--- src/rtl/eeprom_seq_pkg.sv ---
package eeprom_seq_pkg;
  localparam logic [11:0] OFF_MODE  = 12'h00C;
  localparam logic [11:0] OFF_DIV   = 12'h014;
  localparam logic [11:0] OFF_PWR   = 12'h018;
  localparam logic [11:0] OFF_STAT  = 12'hFE0;
  localparam logic [11:0] OFF_CLR   = 12'hFE8;

  localparam int ST_ERR  = 0;
  localparam int ST_BUSY = 1;
  localparam int ST_END  = 2;

  localparam logic [1:0] MODE_WORD = 2'd1;

  function automatic logic is_word_mode(input logic [1:0] mode);
    return mode == MODE_WORD;
  endfunction

  function automatic logic [31:0] stat_word(input logic end_f, input logic busy_f, input logic err_f);
    logic [31:0] w;
    w = '0;
    w[ST_END]  = end_f;
    w[ST_BUSY] = busy_f;
    w[ST_ERR]  = err_f;
    return w;
  endfunction
endpackage

--- src/rtl/eeprom_tick_div.sv ---
module eeprom_tick_div #(
  parameter int DIV_W = 8
) (
  input  logic             clk,
  input  logic             rst_n,
  input  logic [DIV_W-1:0] div,
  output logic             tick
);
  logic [DIV_W-1:0] cnt;

  assign tick = (cnt >= div);

  always_ff @(posedge clk or negedge rst_n) begin
    if (!rst_n)    cnt <= '0;
    else if (tick) cnt <= '0;
    else           cnt <= cnt + 1'b1;
  end


  tick_spacing_chk: assert property (@(posedge clk) disable iff (!rst_n)
    (tick && div != '0) |=> (!tick || div == '0));
endmodule

--- src/rtl/eeprom_prog_timer.sv ---
module eeprom_prog_timer #(
  parameter int PROG_TICKS = 4500
) (
  input  logic clk,
  input  logic rst_n,
  input  logic start,
  input  logic tick,
  output logic busy,
  output logic done
);
  localparam int CW = $clog2(PROG_TICKS + 1);
  logic [CW-1:0] cnt;

  assign done = busy && tick && (cnt == CW'(PROG_TICKS - 1));

  always_ff @(posedge clk or negedge rst_n) begin
    if (!rst_n) begin
      busy <= 1'b0;
      cnt  <= '0;
    end else if (start) begin
      busy <= 1'b1;
      cnt  <= '0;
    end else if (done) begin
      busy <= 1'b0;
      cnt  <= '0;
    end else if (busy && tick) begin
      cnt  <= cnt + 1'b1;
    end
  end


  start_busy_chk: assert property (@(posedge clk) disable iff (!rst_n)
    start |=> busy);

  done_idle_chk: assert property (@(posedge clk) disable iff (!rst_n)
    done |=> !busy);
endmodule

--- src/rtl/eeprom_word_array.sv ---
module eeprom_word_array #(
  parameter int WORDS = 64,
  localparam int IW = $clog2(WORDS)
) (
  input  logic          clk,
  input  logic          we,
  input  logic [IW-1:0] waddr,
  input  logic [31:0]   wdata,
  input  logic [IW-1:0] raddr,
  output logic [31:0]   rdata
);
  logic [31:0] cells [WORDS];

  always_ff @(posedge clk) begin
    if (we) cells[waddr] <= wdata;
  end

  assign rdata = cells[raddr];
endmodule

--- src/rtl/eeprom_prog_seq.sv ---
module eeprom_prog_seq
  import eeprom_seq_pkg::*;
#(
  parameter int WORDS       = 64,
  parameter int ADDR_W      = 12,
  parameter int DIV_W       = 8,
  parameter int PROG_TICKS  = 4500,
  parameter int WAKE_CYCLES = 5000
) (
  input  logic              clk,
  input  logic              rst_n,
  input  logic              bus_valid,
  input  logic              bus_write,
  input  logic              bus_mem,
  input  logic [ADDR_W-1:0] bus_addr,
  input  logic [31:0]       bus_wdata,
  output logic [31:0]       bus_rdata,
  output logic              bus_rvalid
);
  localparam int IW = $clog2(WORDS);
  localparam int WW = $clog2(WAKE_CYCLES + 1);

  logic [1:0]       mode_q;
  logic [DIV_W-1:0] div_q;
  logic             pwr_dn_q;
  logic [WW-1:0]    wake_cnt;
  logic             st_end, st_err;
  logic [IW-1:0]    pend_idx;
  logic [31:0]      pend_data;

  logic tick, busy, done, awake, mem_ok;
  logic reg_wr, mem_wr, rd_req, start_pgm, direct_wr, mem_reject;
  logic clr_end, clr_err;
  logic          arr_we;
  logic [IW-1:0] arr_waddr, bus_idx;
  logic [31:0]   arr_wdata, arr_rdata, rd_next;

  assign bus_idx    = bus_addr[2 +: IW];
  assign reg_wr     = bus_valid && bus_write && !bus_mem;
  assign mem_wr     = bus_valid && bus_write && bus_mem;
  assign rd_req     = bus_valid && !bus_write;
  assign awake      = !pwr_dn_q && (wake_cnt == '0);
  assign mem_ok     = awake && !busy;
  assign start_pgm  = mem_wr && mem_ok && is_word_mode(mode_q);
  assign direct_wr  = mem_wr && mem_ok && !is_word_mode(mode_q);
  assign mem_reject = mem_wr && !mem_ok;
  assign clr_end    = reg_wr && bus_addr == ADDR_W'(OFF_CLR) && bus_wdata[ST_END];
  assign clr_err    = reg_wr && bus_addr == ADDR_W'(OFF_CLR) && bus_wdata[ST_ERR];

  assign arr_we    = direct_wr || done;
  assign arr_waddr = direct_wr ? bus_idx : pend_idx;
  assign arr_wdata = direct_wr ? bus_wdata : pend_data;

  eeprom_tick_div #(.DIV_W(DIV_W)) u_div (
    .clk(clk), .rst_n(rst_n), .div(div_q), .tick(tick));

  eeprom_prog_timer #(.PROG_TICKS(PROG_TICKS)) u_tmr (
    .clk(clk), .rst_n(rst_n), .start(start_pgm), .tick(tick), .busy(busy), .done(done));

  eeprom_word_array #(.WORDS(WORDS)) u_arr (
    .clk(clk), .we(arr_we), .waddr(arr_waddr), .wdata(arr_wdata),
    .raddr(bus_idx), .rdata(arr_rdata));

  always_ff @(posedge clk or negedge rst_n) begin
    if (!rst_n) begin
      mode_q   <= '0;
      div_q    <= '0;
      pwr_dn_q <= 1'b1;
      wake_cnt <= '0;
    end else begin
      if (reg_wr && bus_addr == ADDR_W'(OFF_MODE)) mode_q <= bus_wdata[1:0];
      if (reg_wr && bus_addr == ADDR_W'(OFF_DIV))  div_q  <= bus_wdata[DIV_W-1:0];
      if (reg_wr && bus_addr == ADDR_W'(OFF_PWR)) begin
        pwr_dn_q <= bus_wdata[0];
        if (!bus_wdata[0] && pwr_dn_q) wake_cnt <= WW'(WAKE_CYCLES);
        else if (bus_wdata[0])         wake_cnt <= '0;
      end else if (wake_cnt != '0) begin
        wake_cnt <= wake_cnt - 1'b1;
      end
    end
  end

  always_ff @(posedge clk or negedge rst_n) begin
    if (!rst_n) begin
      st_end    <= 1'b0;
      st_err    <= 1'b0;
      pend_idx  <= '0;
      pend_data <= '0;
    end else begin
      if (done)         st_end <= 1'b1;
      else if (clr_end) st_end <= 1'b0;
      if (mem_reject)   st_err <= 1'b1;
      else if (clr_err) st_err <= 1'b0;
      if (start_pgm) begin
        pend_idx  <= bus_idx;
        pend_data <= bus_wdata;
      end
    end
  end

  always_comb begin
    rd_next = '0;
    if (bus_mem) begin
      if (awake) rd_next = arr_rdata;
    end else if (bus_addr == ADDR_W'(OFF_MODE)) begin
      rd_next[1:0] = mode_q;
    end else if (bus_addr == ADDR_W'(OFF_DIV)) begin
      rd_next[DIV_W-1:0] = div_q;
    end else if (bus_addr == ADDR_W'(OFF_PWR)) begin
      rd_next[0] = pwr_dn_q;
    end else if (bus_addr == ADDR_W'(OFF_STAT)) begin
      rd_next = stat_word(st_end, busy, st_err);
    end
  end

  always_ff @(posedge clk or negedge rst_n) begin
    if (!rst_n) begin
      bus_rdata  <= '0;
      bus_rvalid <= 1'b0;
    end else begin
      bus_rvalid <= rd_req;
      if (rd_req) bus_rdata <= rd_next;
    end
  end


  no_start_busy_chk: assert property (@(posedge clk) disable iff (!rst_n)
    start_pgm |-> !busy);

  end_sets_chk: assert property (@(posedge clk) disable iff (!rst_n)
    done |=> st_end);

  err_sticky_chk: assert property (@(posedge clk) disable iff (!rst_n)
    (st_err && !clr_err) |=> st_err);

  rd_latency_chk: assert property (@(posedge clk) disable iff (!rst_n)
    rd_req |=> bus_rvalid);

  asleep_zero_chk: assert property (@(posedge clk) disable iff (!rst_n)
    (rd_req && bus_mem && !awake) |=> bus_rdata == '0);

  wake_block_chk: assert property (@(posedge clk) disable iff (!rst_n)
    (wake_cnt != '0) |-> !arr_we || done);
endmodule

--- config.mk ---
export PLATFORM = sky130hd
export DESIGN_NAME = eeprom_prog_seq
export DESIGN_NICKNAME = d
export VERILOG_FILES = /design/src/rtl/eeprom_seq_pkg.sv /design/src/rtl/eeprom_tick_div.sv /design/src/rtl/eeprom_prog_timer.sv /design/src/rtl/eeprom_word_array.sv /design/src/rtl/eeprom_prog_seq.sv
export SDC_FILE = /design/constraint.sdc
export NUM_CORES = 2
export LEC_CHECK = 0
export BUFFER_PORTS_ARGS = -buffer_cell sky130_fd_sc_hd__buf_4
export CORE_MARGIN = 2
export CORE_UTILIZATION = 55
export CTS_BUF_LIST = sky130_fd_sc_hd__clkbuf_8
export DETAILED_ROUTE_END_ITERATION = 7
export GPL_TIMING_DRIVEN = 1
export PLACE_DENSITY_LB_ADDON = 0.15
export SLEW_MARGIN = 20
export SYNTH_ARGS = -nofsm -noshare
export SYNTH_HDL_FRONTEND = slang
export SYNTH_SLANG_ARGS = --single-unit
export TNS_END_PERCENT = 10
--- constraint.sdc ---
create_clock -name clk -period 8 [get_ports clk]
set_clock_uncertainty 0.1 [all_clocks]
set_input_delay 1.2 -clock clk [delete_from_list [all_inputs] [get_ports clk]]
set_output_delay 1.2 -clock clk [all_outputs]
set_load 0.01 [all_outputs]
==> results.tsv <==
stage	metric	value	unit
global_route	grt.total_usage	29.4	%
routing	vias_per_cell	6.63	
pwr	peakVddDrop	0.177	mV
pwr	p_sw	4.55	mW
floorplan	initial_core_util	55.4	%
global_route	grt_pass1_vias	43104	
routing	top_layer_used	met4	
synth	synthMostInstantiatedCell	edfxtp_1	
floorplan	die_height	395	µm
flow_run	cap_violations	0	
routing	dr_wl_met2	107000	µm
cts	clock_sinks	2167	
final_layout	syn_to_final_growth	12.5	%
place	place_congestion	0.902	
synth	synthAdderAreaFrac	0.179	%
pwr	powerDensity	228	nW/µm²
synth	synth-xor-area-share	0.135	%
synth	yosys.area_share.simple	2.75	%
synth	synthFlopType	edfxtp_1	
pwr	leakage	25.6	nW
min_path	hold_class	primary input to async pin	
cts	cts_root_buf	clkbuf_8	
place	dpl_cell_area	88200	µm²
floorplan	die_w	395	µm
setup_path	required	8.55	ns
setup_path	r2r_slack	3.28	ns
global_route	grt_max_degree	103	
timing	rsz0062_at_grt	false	
final_layout	drive_above_1_share	30.6	%
timing	fin_crit_sh	59.0	%
cts	cts_tree	yes	
timing	worst_slack	3.28	ns
floorplan	die-area	156000	µm²
synth	ys_seq_area_share	76.7	%
routing	drt_wl_total	228000	µm
routing	drtPass1Iterations	6	
synth	synth_top_area_share	73.1	%
setup_path	rr_worst_depth	9	
setup_path	critical_path_class	flop to flop	
setup_path	start_kind	flop	
final_layout	nNetsFinal	4324	
cts	insertion_delay	1.02	ns
routing	vias	43476	
cts	cts_setup_buffers	0	
routing	ant_nets	0	
synth	yosys_register_bits	2167	
synth	synth_mux_area_share	16.6	%
pwr	intPower	17.0	mW
routing	wl_met3	24600	µm
cts	cts_resized	0	
final_layout	final.fill_count	10376	
synth	synth_top_family_by_area	multiplexers	
synth	synth_area_leader_cell	edfxtp_1	
synth	yosys-top-cells-count	edfxtp_1, mux4_2, nand2_1	
timing	max-slew-margin-rel	19.8	%
pwr	pwr-share-clk	40.9	%
timing	final_max_slew_viol_count	0	
setup_path	endpoint_kind	flop	
pwr	swShare	21.1	%
setup_path	arrival	5.27	ns
cts	clock_path_buffers	4	
place	io_buffers	81	
synth	synth_edf_count	2048	
routing	routedLengthMet1	89700	µm
final_layout	final_core_util	62.3	%
pwr	seq_power_share	56.8	%
synth	synthesis.area	84100	µm²
routing	drt_iter0_drc	5958	
synth	synth_compound_area_share	2.48	%
routing	detail_route.wl_per_cell	34.7	µm
timing	hold_viol	0	
synth	yosysWarningCount	0	
synth	async_flop_share	5.49	%
synth	avgSynthCellArea	21.6	µm²
synth	syn_inst	3888	
pwr	comb_power_share	2.2	%
floorplan	core-area	152000	µm²
floorplan	ios	82	
run_status	status	completed	
setup_path	worstPathMaxFanout	17	
cts	ctsHoldBuffers	0	
global_route	grt-ovfl-total	0	
routing	drc	0	
cts	clkSlewWorstSetupHoldPaths	0.06	ns
cts	cts_made_buffers	359	
timing	timing.fmax	212	MHz
synth	synthTopCellsByArea	edfxtp_1, mux4_2, dfrtp_1, a22oi_1, mux2i_1	
final_layout	finalInstanceArea	94600	µm²
synth	synth_nets	3949	
global_route	grt_pass1_wl	322000	µm
synth	synth_cell_types	68	
timing	fin_tns_setup	0	ns
timing	max_slew.worst_pin.slew	1.20	ns
place	place_ws	2.52	ns
timing	finalSetupViolations	0	
floorplan	placementRows	143	
place	dpl.hpwl	121000	µm
global_route	antenna_found_initial	12	
timing	holdWs	0.120	ns
timing	fin_crit	4.72	ns
cts	cts_max_level	5	
[sequential cells by signal, indices dropped and copies added, names as in the netlist, 2 cells and up]
signal,flops
u_tmr.cnt,13
mode_q,2
u_arr.cells,2048
bus_rdata,32
div_q,8
pend_idx,6
wake_cnt,13
pend_data,32
u_div.cnt,8
[power groups by stage]
stage	sequential (mW)	combinational (mW)	clock, mW
detailed placement	12.5	0.484	0
CTS	12.3	0.484	8.96
global route	12.3	0.511	9.44
global placement	12.5	0.482	0
floorplan	12.5	0.324	0
finish	12.3	0.483	8.83
[cells by family after synthesis]
| group | count (synthesis) |
|---|---|
| flops | 2167 |
| simple gates | 474 |
| buf+inv | 233 |
| xor+xnor | 13 |
| compound gates | 314 |
| fa+ha+maj | 12 |
| mux | 675 |
[metrics by stage]
step / instances / power (mW)
after floorplan: 3888 / 12.8
after global placement: 5928 / 13.0
after detailed placement: 5932 / 13.0
after CTS: 6549 / 21.7
after global routing: 6554 / 22.2
final: 6556 / 21.6
[placed cells by master (no fill, tap or decap), types with 8 or more instances in the layout]
cell,count
nor2_4,26
a31oi_1,16
xor2_1,11
nand4_1,14
nand3_1,73
mux4_2,568
clkinv_1,58
nand2_2,25
nand2_1,112
o211ai_1,10
nor3_1,21
dfrtp_1,118
ha_1,12
edfxtp_1,2048
a22oi_1,88
a21oi_1,70
mux2_2,47
nor3b_1,9
a22o_1,8
clkinv_2,23
mux2i_1,60
o21a_1,8
nor4_1,19
buf_4,205
clkinvlp_4,8
o21ai_0,42
nor2_1,60
nor3_2,27
a21oi_4,16
inv_1,161
clkbuf_8,384
and3_1,12
nor2b_1,27
buf_12,9
[worst paths after layout]
check / start / to
setup reg to reg: u_div.cnt[0] / u_arr.cells[0][17]
hold / removal: rst_n / bus_rdata[18]
hold reg to reg: st_end / st_end
min in group clk: bus_wdata[6] / div_q[6]
max in group asynchronous: rst_n / wake_cnt[0]
setup / recovery: u_div.cnt[0] / u_arr.cells[0][17]
[area by class of cell]
class	instances	area [µm²]	area share (%)
Multi-Input combinational cell	1488	19200	20.3
Clock inverter	235	1130	1.19
Clock buffer	382	5260	5.56
Timing Repair Buffer	223	1840	1.94
Sequential cell	2167	64500	68.2
Inverter	24	90.1	0.0952
Tap cell	2030	2540	2.69
Antenna cell	7	17.5	0.0185
[critical path: stages, from the launching register on]
cell	delay, ns
dfrtp_1	0.42
inv_1	0.07
ha_1	0.27
nor2b_1	0.04
o21ai_1	0.22
a41oi_2	0.38
nor3_2	0.91
nand4_1	0.62
a21oi_4	0.87
buf_4	0.47
[layer usage]
layer,vias up,track usage (%)
li1,17160,-
met1,23119,44.0
met2,2790,44.7
met3,407,5.64
met4,0,8.83
met5,-,0
No activity file was read; power rests on OpenSTA's default activity.
